--- src/rtl/etmul_pkg.sv ---
package etmul_pkg;

    typedef enum logic [2:0] {
        ST_IDLE,
        ST_ITER,
        ST_ACCUM,
        ST_UPPER,
        ST_DONE
    } etmul_state_e;

endpackage

--- src/rtl/etmul_term_detect.sv ---
// Finds how many multiplier slices are needed: the smallest k such that
// every bit at or above k*SLICE of the padded operand equals the fill bit.
module etmul_term_detect #(
    parameter int WIDTH = 32,
    parameter int SLICE = 8
) (
    input  logic [WIDTH-1:0]                              rs_i,
    input  logic                                          ext_i,
    output logic                                          fill_o,
    output logic [((WIDTH+SLICE-1)/SLICE)*SLICE-1:0]      rs_pad_o,
    output logic [$clog2((WIDTH+SLICE-1)/SLICE+1)-1:0]    m_o
);
    localparam int NS    = (WIDTH + SLICE - 1) / SLICE;
    localparam int PADW  = NS * SLICE;
    localparam int CNT_W = $clog2(NS + 1);

    logic          fill;
    logic [NS:1]   hit;

    assign fill   = ext_i & rs_i[WIDTH-1];
    assign fill_o = fill;

    generate
        if (PADW > WIDTH) begin : g_pad
            assign rs_pad_o = {{(PADW-WIDTH){fill}}, rs_i};
        end else begin : g_nopad
            assign rs_pad_o = rs_i;
        end
    endgenerate

    generate
        for (genvar k = 1; k < NS; k++) begin : g_hit
            assign hit[k] = (rs_pad_o[PADW-1:k*SLICE] == {(PADW-k*SLICE){fill}});
        end
    endgenerate
    assign hit[NS] = 1'b1;

    // first matching range wins
    always_comb begin
        m_o = CNT_W'(NS);
        for (int k = NS - 1; k >= 1; k--) begin
            if (hit[k]) m_o = CNT_W'(k);
        end
    end

endmodule

--- src/rtl/etmul_slice_pp.sv ---
// One iteration's partial product: full multiplicand times one widened slice,
// aligned to the slice position.
module etmul_slice_pp #(
    parameter int WIDTH = 32,
    parameter int SLICE = 8
) (
    input  logic [WIDTH:0]                                a_ext_i,
    input  logic [((WIDTH+SLICE-1)/SLICE)*SLICE-1:0]      rs_pad_i,
    input  logic [$clog2((WIDTH+SLICE-1)/SLICE+1)-1:0]    idx_i,
    input  logic                                          last_i,
    input  logic                                          fill_i,
    output logic [2*WIDTH-1:0]                            pp_o
);
    localparam int PW = WIDTH + SLICE + 2;
    localparam int RW = 2 * WIDTH;

    logic [SLICE-1:0]  slice_bits;
    logic [SLICE:0]    slice_ext;
    logic [PW-1:0]     a_wide;
    logic [PW-1:0]     m_wide;
    logic [PW-1:0]     prod;
    logic [RW-1:0]     prod_ext;
    int                base;

    always_comb begin
        base       = int'(idx_i) * SLICE;
        slice_bits = rs_pad_i[base +: SLICE];
        // the final slice carries the fill bit as its sign, which folds the
        // discarded upper bits back into the product
        slice_ext  = {last_i & fill_i, slice_bits};
        a_wide     = {{(PW-WIDTH-1){a_ext_i[WIDTH]}}, a_ext_i};
        m_wide     = {{(PW-SLICE-1){slice_ext[SLICE]}}, slice_ext};
        prod       = a_wide * m_wide;
        prod_ext   = {{(RW-PW){prod[PW-1]}}, prod};
        pp_o       = prod_ext << base;
    end

endmodule

--- src/rtl/etmul_ctrl.sv ---
module etmul_ctrl
    import etmul_pkg::*;
#(
    parameter int CNT_W = 3
) (
    input  logic             clk_i,
    input  logic             rst_ni,
    input  logic             start_i,
    input  logic [CNT_W-1:0] m_i,
    input  logic             long_i,
    input  logic             accum_i,
    output logic             accept_o,
    output logic             iter_en_o,
    output logic             last_o,
    output logic             accum_en_o,
    output logic             upper_en_o,
    output logic             busy_o,
    output logic             done_o,
    output logic [CNT_W-1:0] idx_o
);
    etmul_state_e     state_q, state_d;
    logic [CNT_W-1:0] idx_q, idx_d;
    logic             last_slice;

    assign last_slice = (idx_q == m_i - CNT_W'(1));

    // state register
    always_ff @(posedge clk_i or negedge rst_ni) begin
        if (!rst_ni) begin
            state_q <= ST_IDLE;
            idx_q   <= '0;
        end else begin
            state_q <= state_d;
            idx_q   <= idx_d;
        end
    end

    // next state
    always_comb begin
        state_d = state_q;
        idx_d   = idx_q;
        unique case (state_q)
            ST_IDLE: begin
                if (start_i) begin
                    state_d = ST_ITER;
                    idx_d   = '0;
                end
            end
            ST_ITER: begin
                idx_d = idx_q + CNT_W'(1);
                if (last_slice) begin
                    if (accum_i)     state_d = ST_ACCUM;
                    else if (long_i) state_d = ST_UPPER;
                    else             state_d = ST_DONE;
                end
            end
            ST_ACCUM: state_d = long_i ? ST_UPPER : ST_DONE;
            ST_UPPER: state_d = ST_DONE;
            ST_DONE:  state_d = ST_IDLE;
            default:  state_d = ST_IDLE;
        endcase
    end

    // outputs
    always_comb begin
        accept_o   = (state_q == ST_IDLE) && start_i;
        iter_en_o  = (state_q == ST_ITER);
        last_o     = (state_q == ST_ITER) && last_slice;
        accum_en_o = (state_q == ST_ACCUM);
        upper_en_o = (state_q == ST_UPPER);
        busy_o     = (state_q != ST_IDLE);
        done_o     = (state_q == ST_DONE);
        idx_o      = idx_q;
    end

endmodule

--- src/rtl/etmul_top.sv ---
module etmul_top #(
    parameter int WIDTH = 32,
    parameter int SLICE = 8
) (
    input  logic                                        clk_i,
    input  logic                                        rst_ni,
    input  logic                                        start_i,
    input  logic                                        signed_i,
    input  logic                                        long_i,
    input  logic                                        accum_i,
    input  logic [WIDTH-1:0]                            op_a_i,
    input  logic [WIDTH-1:0]                            op_b_i,
    input  logic [2*WIDTH-1:0]                          acc_i,
    output logic                                        busy_o,
    output logic                                        done_o,
    output logic [$clog2((WIDTH+SLICE-1)/SLICE+1)-1:0]  iter_o,
    output logic [2*WIDTH-1:0]                          result_o
);
    localparam int NS    = (WIDTH + SLICE - 1) / SLICE;
    localparam int PADW  = NS * SLICE;
    localparam int CNT_W = $clog2(NS + 1);
    localparam int RW    = 2 * WIDTH;

    logic             ext;
    logic             fill_w;
    logic [PADW-1:0]  rs_pad_w;
    logic [CNT_W-1:0] m_w;

    logic [WIDTH:0]   a_ext_q;
    logic [PADW-1:0]  rs_pad_q;
    logic             fill_q;
    logic [CNT_W-1:0] m_q;
    logic             long_q;
    logic             accum_q;
    logic [RW-1:0]    addend_q;
    logic [RW-1:0]    sum_q;
    logic [WIDTH-1:0] hi_q;

    logic             accept, iter_en, last, accum_en, upper_en;
    logic [CNT_W-1:0] idx;
    logic [RW-1:0]    pp;

    // short results only need the low word, so the sign rule is safe there
    assign ext = signed_i | ~long_i;

    etmul_term_detect #(.WIDTH(WIDTH), .SLICE(SLICE)) u_detect (
        .rs_i     (op_b_i),
        .ext_i    (ext),
        .fill_o   (fill_w),
        .rs_pad_o (rs_pad_w),
        .m_o      (m_w)
    );

    etmul_ctrl #(.CNT_W(CNT_W)) u_ctrl (
        .clk_i      (clk_i),
        .rst_ni     (rst_ni),
        .start_i    (start_i),
        .m_i        (m_q),
        .long_i     (long_q),
        .accum_i    (accum_q),
        .accept_o   (accept),
        .iter_en_o  (iter_en),
        .last_o     (last),
        .accum_en_o (accum_en),
        .upper_en_o (upper_en),
        .busy_o     (busy_o),
        .done_o     (done_o),
        .idx_o      (idx)
    );

    etmul_slice_pp #(.WIDTH(WIDTH), .SLICE(SLICE)) u_pp (
        .a_ext_i  (a_ext_q),
        .rs_pad_i (rs_pad_q),
        .idx_i    (idx),
        .last_i   (last),
        .fill_i   (fill_q),
        .pp_o     (pp)
    );

    always_ff @(posedge clk_i or negedge rst_ni) begin
        if (!rst_ni) begin
            a_ext_q  <= '0;
            rs_pad_q <= '0;
            fill_q   <= 1'b0;
            m_q      <= '0;
            long_q   <= 1'b0;
            accum_q  <= 1'b0;
            addend_q <= '0;
            sum_q    <= '0;
            hi_q     <= '0;
        end else if (accept) begin
            a_ext_q  <= {ext & op_a_i[WIDTH-1], op_a_i};
            rs_pad_q <= rs_pad_w;
            fill_q   <= fill_w;
            m_q      <= m_w;
            long_q   <= long_i;
            accum_q  <= accum_i;
            addend_q <= long_i ? acc_i : {{WIDTH{1'b0}}, acc_i[WIDTH-1:0]};
            sum_q    <= '0;
            hi_q     <= '0;
        end else if (iter_en) begin
            sum_q    <= sum_q + pp;
        end else if (accum_en) begin
            sum_q    <= sum_q + addend_q;
        end else if (upper_en) begin
            hi_q     <= sum_q[RW-1:WIDTH];
        end
    end

    assign iter_o   = m_q;
    assign result_o = {hi_q, sum_q[WIDTH-1:0]};

endmodule

--- config.mk ---
export PLATFORM = sky130hd
export DESIGN_NAME = etmul_top
export DESIGN_NICKNAME = d
export VERILOG_FILES = /design/src/rtl/etmul_pkg.sv /design/src/rtl/etmul_term_detect.sv /design/src/rtl/etmul_slice_pp.sv /design/src/rtl/etmul_ctrl.sv /design/src/rtl/etmul_top.sv
export SDC_FILE = /design/constraint.sdc
export NUM_CORES = 2
export LEC_CHECK = 0
export ABC_AREA = 0
export CORE_MARGIN = 10
export CORE_UTILIZATION = 30
export CTS_CLUSTER_DIAMETER = 30
export DETAILED_ROUTE_END_ITERATION = 7
export HOLD_SLACK_MARGIN = 0.05
export PLACE_DENSITY = 0.57
export SYNTH_ARGS = -nofsm -noshare
export SYNTH_HDL_FRONTEND = slang
export SYNTH_SLANG_ARGS = --single-unit
export TNS_END_PERCENT = 30
--- constraint.sdc ---
create_clock -name clk_i -period 10.8 [get_ports clk_i]
set_input_delay 2.16 -clock clk_i [delete_from_list [all_inputs] [get_ports clk_i]]
set_output_delay 2.16 -clock clk_i [all_outputs]
set_load 0.02 [all_outputs]
# ---- After elaboration in Yosys (flattened, before gate mapping)
# Cells that the tools add are included.
dict set report op_classes {
  n_shift 2
  reduce_logical 10
  addsub 4
  n_mux 18
  n_eq_ne 12
  n_bitwise 5
  mul 1
}
# cell count
set ops {}
lappend ops {{2-to-1 mux 64 bit} 4}
lappend ops {{adder 64 bit} 2}
lappend ops {{2-to-1 mux 32 bit} 4}
lappend ops {{<< shifter 64 x 6 -> 64 bit} 1}
lappend ops {{multiplier 33 x 9 -> 42 bit} 1}
lappend ops {{indexed part select 32 x 7 -> 8 bit} 1}
lappend ops {{== test 24 bit} 1}
lappend ops {{2-to-1 mux 3 bit} 8}
lappend ops {{== test 16 bit} 1}
lappend ops {{case mux 3 bit (4 select lines)} 1}
lappend ops {{== test 8 bit} 1}
lappend ops {{== test 3 x 2 -> 1 bit (second input constant)} 2}
lappend ops {{inequality test 2 bit (second input constant)} 3}
lappend ops {{case mux 3 bit (2 select lines)} 1}
lappend ops {{nonzero test 3 bit} 2}
lappend ops {{AND reduction 2 bit} 2}
lappend ops {{nonzero test 2 bit} 2}
lappend ops {{adder 3 x 1 -> 3 bit (second input constant)} 1}
lappend ops {{AND 1 bit} 3}
lappend ops {{== test 3 x 1 -> 1 bit (second input constant)} 1}
lappend ops {{== test 3 bit} 1}
lappend ops {{== test 3 bit (second input constant)} 1}
lappend ops {{logical NOT 3 bit} 1}
lappend ops {{AND reduction 3 bit} 1}
lappend ops {{other kinds (5)} 6}
dict set report totals {
  output_inout_bits 69
  in_bits 134
  wordCells 63
  register_bits 237
}

# ---- Logic depth before layout (Yosys ltp)
dict set report logic_depth {
  word_depth 9
  depth_mapped 43
  ltp_nobuf 41
}

# ---- Modules after synthesis
# From an unflattened synthesis, not the netlist that was laid out.
dict set report unflattened {
  cells_unflattened 2837
  hier_area_um2 25779.7
}
# mod seq_area_each_um2 cells_each area_each_um2 n_inst
set by_module_without_submodules {}
lappend by_module_without_submodules {etmul_top 5780.5 1410 13467.9 1}
lappend by_module_without_submodules {etmul_slice_pp 0.0 1324 11486.0 1}
lappend by_module_without_submodules {etmul_ctrl 150.1 47 444.2 1}
lappend by_module_without_submodules {etmul_term_detect 0.0 56 381.6 1}

# ---- Worst setup path after synthesis
# Ideal clock, no wire load.
dict set report synth_path {
  kind {register to register}
  start {register u_ctrl.idx_q[0] (netlist: u_ctrl.idx_o[0])}
  end {register sum_q[60]}
  setup_ps 121
  setup_slack_ps 1326
  path_buffers 3
  arrival_ps 9353
  required_time_ps 10679
  stages_incl_launch_ff 38
  period_less_slack_ps 9474
  cell_sequence {dfrtp_1 > clkbuf_1 > buf_1 > mux4_2 > clkbuf_1 > and3_1 > fa_1 > fa_1 > fa_1 > fa_1 > inv_1 > fa_1 > inv_1 > ha_1 > o211a_1 > o31ai_1 > a21oi_1 > a31oi_1 > [... 2 more ...] > xor2_1 > mux2_2 > nor2_1 > a21oi_1 > a22o_1 > ha_1 > nand4_1 > nor4_1 > o211ai_1 > o211ai_1 > a31oi_1 > o41ai_2 > a31oi_1 > a311oi_2 > a211o_1 > a21oi_1 > xnor2_1 > a22o_1}
}
dict set report synth_via {
  elab_chain_len 8
  elab_cells_between_ends 9
  classes_between {add/sub: 1; mul: 1; eq/ne: 1; shift: 2; mux: 2; bitwise: 1; reduce/logical: 1}
}
# item line
set synth_lines {}
lappend synth_lines {{start: declaration} etmul_ctrl.sv:22} ;# logic [CNT_W-1:0] idx_q, idx_d;
lappend synth_lines {{start signal: assignment} etmul_ctrl.sv:34} ;# idx_q <= idx_d;
lappend synth_lines {{parallel branches: the longest is 4 deep, another holds multiplier 33 x 9 -> 42 bit} n/a}
lappend synth_lines {{<< shifter 64 x 6 -> 64 bit (*)} etmul_slice_pp.sv:35} ;# pp_o = prod_ext << base;
lappend synth_lines {{adder 64 bit (*)} etmul_top.sv:102} ;# sum_q <= sum_q + pp;
lappend synth_lines {{2-to-1 mux 64 bit (*)} etmul_top.sv:101} ;# end else if (iter_en) begin
lappend synth_lines {{2-to-1 mux 64 bit (*)} etmul_top.sv:91} ;# end else if (accept) begin
lappend synth_lines {{end signal: assignment} etmul_top.sv:102}
lappend synth_lines {{end signal: assignment} etmul_top.sv:104} ;# sum_q <= sum_q + addend_q;
lappend synth_lines {{end: declaration} etmul_top.sv:36} ;# logic [RW-1:0] sum_q;
# Every way passes the cells marked *.
# A chain may end at the register's enable or synchronous reset.

# ---- Final worst setup path
dict set report layout_path {
  start {register u_ctrl.idx_q[0] (netlist: u_ctrl.idx_o[0])}
  end {register sum_q[63]}
}
# The elaborated chain is that of the path after synthesis.

==> flow_metrics.env <==
export IMPL_postSynth_asyncResetShare_pct=100
export IMPL_relSlewSlack_pct=25.8
export IMPL_cts_buffers_inserted=57
export IMPL_floorplan_initialDensity_pct=30.1
export IMPL_place_hpwl_um=65300
export IMPL_startpoint="u_ctrl.idx_o[0]"
export IMPL_synth_area_mux_share_pct=1.91
export IMPL_grt_usage_pct=17.4
export IMPL_clock_sinks=237
export IMPL_status="complete, no violations"
export IMPL_postSynthAreaPerCell_um2=8.32
export IMPL_synthSimpleGateAreaFrac_pct=20.1
export IMPL_ys_warn_count=0
export IMPL_timing_final_crit_period_ps=10270
export IMPL_timing_setup_tns_ps=0
export IMPL_synthCells=3016
export IMPL_via_per_inst=5.07
export IMPL_final_cell_mix="nand2_1, inv_1, fa_1, dfrtp_1, clkdlybuf4s50_1"
export IMPL_synth_fa_ha_area_share_pct=27.0
export IMPL_diodes=0
export IMPL_worstMarginPinSlew_ps=1110
export IMPL_grt_max_degree=136
export IMPL_synth_compound_area_share_pct=14.9
export IMPL_worst_setup_path_type="flip-flop to flip-flop"
export IMPL_cap_viol_max_count=0
export IMPL_fp_dieH_um=309
export IMPL_wl_per_cell_um=19.8
export IMPL_crit_fanout=26
export IMPL_rr_startpoint="u_ctrl.idx_o[0]"
export IMPL_finalWorstSetupSlack_ps=530
export IMPL_timing_rr_end="sum_q[63]"
export IMPL_ys_seq_area_share_pct=23.6
export IMPL_cts_tree="built"
export IMPL_grt_ovfl_total=0
export IMPL_antenna_found_initial=1
export IMPL_synth_ff_type="dfrtp_1"
export IMPL_clk_pin_slew_ps=50
export IMPL_fmax_mhz=97.4
export IMPL_crit_top_cell="fa_1"
export IMPL_cpPeakStageDelay_ps=820
export IMPL_rsz0062_at_grt="no"
export IMPL_r2r_setup_slack_ps=530
export IMPL_rr_worst_depth=34
export IMPL_ys_ff_latch=237
export IMPL_port_buffers=202
export IMPL_fin_crit_sh_pct=95.1
export IMPL_io_pins=203
export IMPL_worstHoldStart="rs_pad_q[29]"
export IMPL_synth_edf_count=0
export IMPL_slowest_stage="mux4_2"
export IMPL_first_global_vias=22100
export IMPL_fin_cells=4230
export IMPL_dpl_cell_count=4122
export IMPL_dr_pass1_iters=7
export IMPL_cts_hold_buffers=0
export IMPL_drv_slew=0
export IMPL_holdPathStages=2
export IMPL_drt_iter0_drc=1404
export IMPL_worstSetupEndpointType="flip-flop"
export IMPL_core_area_mm2=0.0833
export IMPL_hp_class="flip-flop to flip-flop"
export IMPL_drive_gt1_share_pct=6.48
export IMPL_cp_start_kind="flip-flop"
export IMPL_die_w_um=309
export IMPL_cp_arrival_ps=10770
export IMPL_final_nets=3635
export IMPL_dieArea_mm2=0.0957
export IMPL_syn2layout_area_growth_pct=19.4
export IMPL_holdPathEnd="rs_pad_q[29]"
export IMPL_synth_nets=3549
export IMPL_synth_xor_area_share_pct=3.72
export IMPL_crit_required_ps=11300
export IMPL_finalSetupViolCount=0
export IMPL_ys_types=77
export IMPL_drc=0
export IMPL_htreeDepth=2
export IMPL_synth_cell_area_mm2=0.0251
export IMPL_final_common_cell="nand2_1"
export IMPL_via_count=21500
export IMPL_drt_total_wl_um=83700
export IMPL_grt_pass1_wl_um=131000
export IMPL_drt_antenna_violating_nets=0
export IMPL_dp_slack_ps=276
export IMPL_rows=106
export IMPL_final_hold_violation_count=0
export IMPL_root_buffer="clkbuf_16"
export IMPL_skew_ps=38.7
export IMPL_worstSkewPairLatency_ps=610
export IMPL_clockBufferDepth=3
export IMPL_gp_congestion=0.921
export IMPL_synth_top_family_by_area="adder cells"
[sequential cells by signal (all words and copies together), names as in the netlist]
signal	count
u_ctrl.idx_o	3
hi_q	32
accum_q	1
iter_o	3
u_ctrl.state_q	3
a_ext_q	33
fill_q	1
sum_q	64
addend_q	64
long_q	1
rs_pad_q	32
[worst max-delay path by stage]
stage / to / slack [ps] / depth (start not counted)
floorplan: sum_q[60] / 1330 / 37
global placement: sum_q[60] / 410 / 35
detailed placement: sum_q[60] / 280 / 35
CTS: sum_q[60] / 180 / 35
global route: sum_q[61] / 90 / 41
finish: sum_q[63] / 530 / 34
[critical path, delay by kind of cell (launching register included)]
kind / cells / cell delay, ps
simple gates: 4 / 650
buf+inv: 4 / 230
flops: 1 / 590
fa+ha+maj: 7 / 3230
xor+xnor: 1 / 130
mux: 4 / 1700
compound gates: 14 / 3570
[stage by stage]
step,hold WS (ps),util (%),cell area [µm²]
after global routing,494,36.0,30000
after global placement,451,33.5,27900
final,468,36.0,30000
after CTS,470,35.9,29900
after detailed placement,458,33.5,27900
after floorplan,430,-,25100
[final cells by class]
cell class,instances,area [µm²]
inverter,321,1210
clock buffer,71,1550
tap,1080,1350
timing repair buffer,248,2400
sequential,237,5930
fill,8565,53300
clock inverter,36,500
multi-input combinational,2237,17100
[Yosys cell counts, types with 7 or more instances]
master | number | area [µm²]
xnor2_1 | 63 | 552
nor3_1 | 19 | 95.1
and2_1 | 16 | 100
inv_1 | 321 | 1200
nand3_1 | 63 | 315
nand2_1 | 655 | 2460
a31oi_1 | 22 | 138
o21bai_1 | 20 | 150
a211oi_1 | 15 | 113
nand2b_1 | 15 | 93.8
or3_1 | 8 | 50.1
and3_1 | 169 | 1060
xor2_1 | 41 | 359
fa_1 | 239 | 4780
buf_4 | 40 | 300
o31ai_1 | 14 | 105
dfrtp_1 | 237 | 5930
o21a_1 | 19 | 143
mux4_2 | 9 | 203
ha_1 | 160 | 2000
a21o_1 | 50 | 375
nor4_1 | 9 | 56.3
nor2_1 | 110 | 413
o211ai_1 | 11 | 82.6
or2_2 | 8 | 50.1
buf_1 | 33 | 124
nor2b_1 | 16 | 100
nand4_1 | 28 | 175
clkbuf_1 | 145 | 544
mux2i_1 | 22 | 220
o21ai_0 | 153 | 766
a21oi_1 | 144 | 721
a22o_1 | 52 | 455
o22a_1 | 7 | 61.3
[logic make-up (layout without fill, tap and decap cells)]
logic type,count (synthesis),after routing
adder cells (fa/ha/maj),399,399
AO/OA/AOI/OAI,573,573
XOR/XNOR,105,105
flip-flops,237,237
AND/OR/NAND/NOR,1124,1124
multiplexers,36,36
buffers and inverters,542,676
[metal layers]
layer,vias up,part of all wire (%),GRT usage [%]
li1,10100,-,-
met1,10500,45,23.5
met2,651,46,28.2
met3,134,6.3,3.24
met4,2,2.6,4.48
met5,-,0.016,0
[timing repair]
item                                   in CTS  in global routing
setup endpoints to repair                   0                  6
buffers inserted                            0                  1
endpoints found under the hold margin       0                  0
gates resized for setup                     0                  8
Power is not shown: default switching activity piles up to over one toggle a cycle in this logic, so the estimate is an artifact.
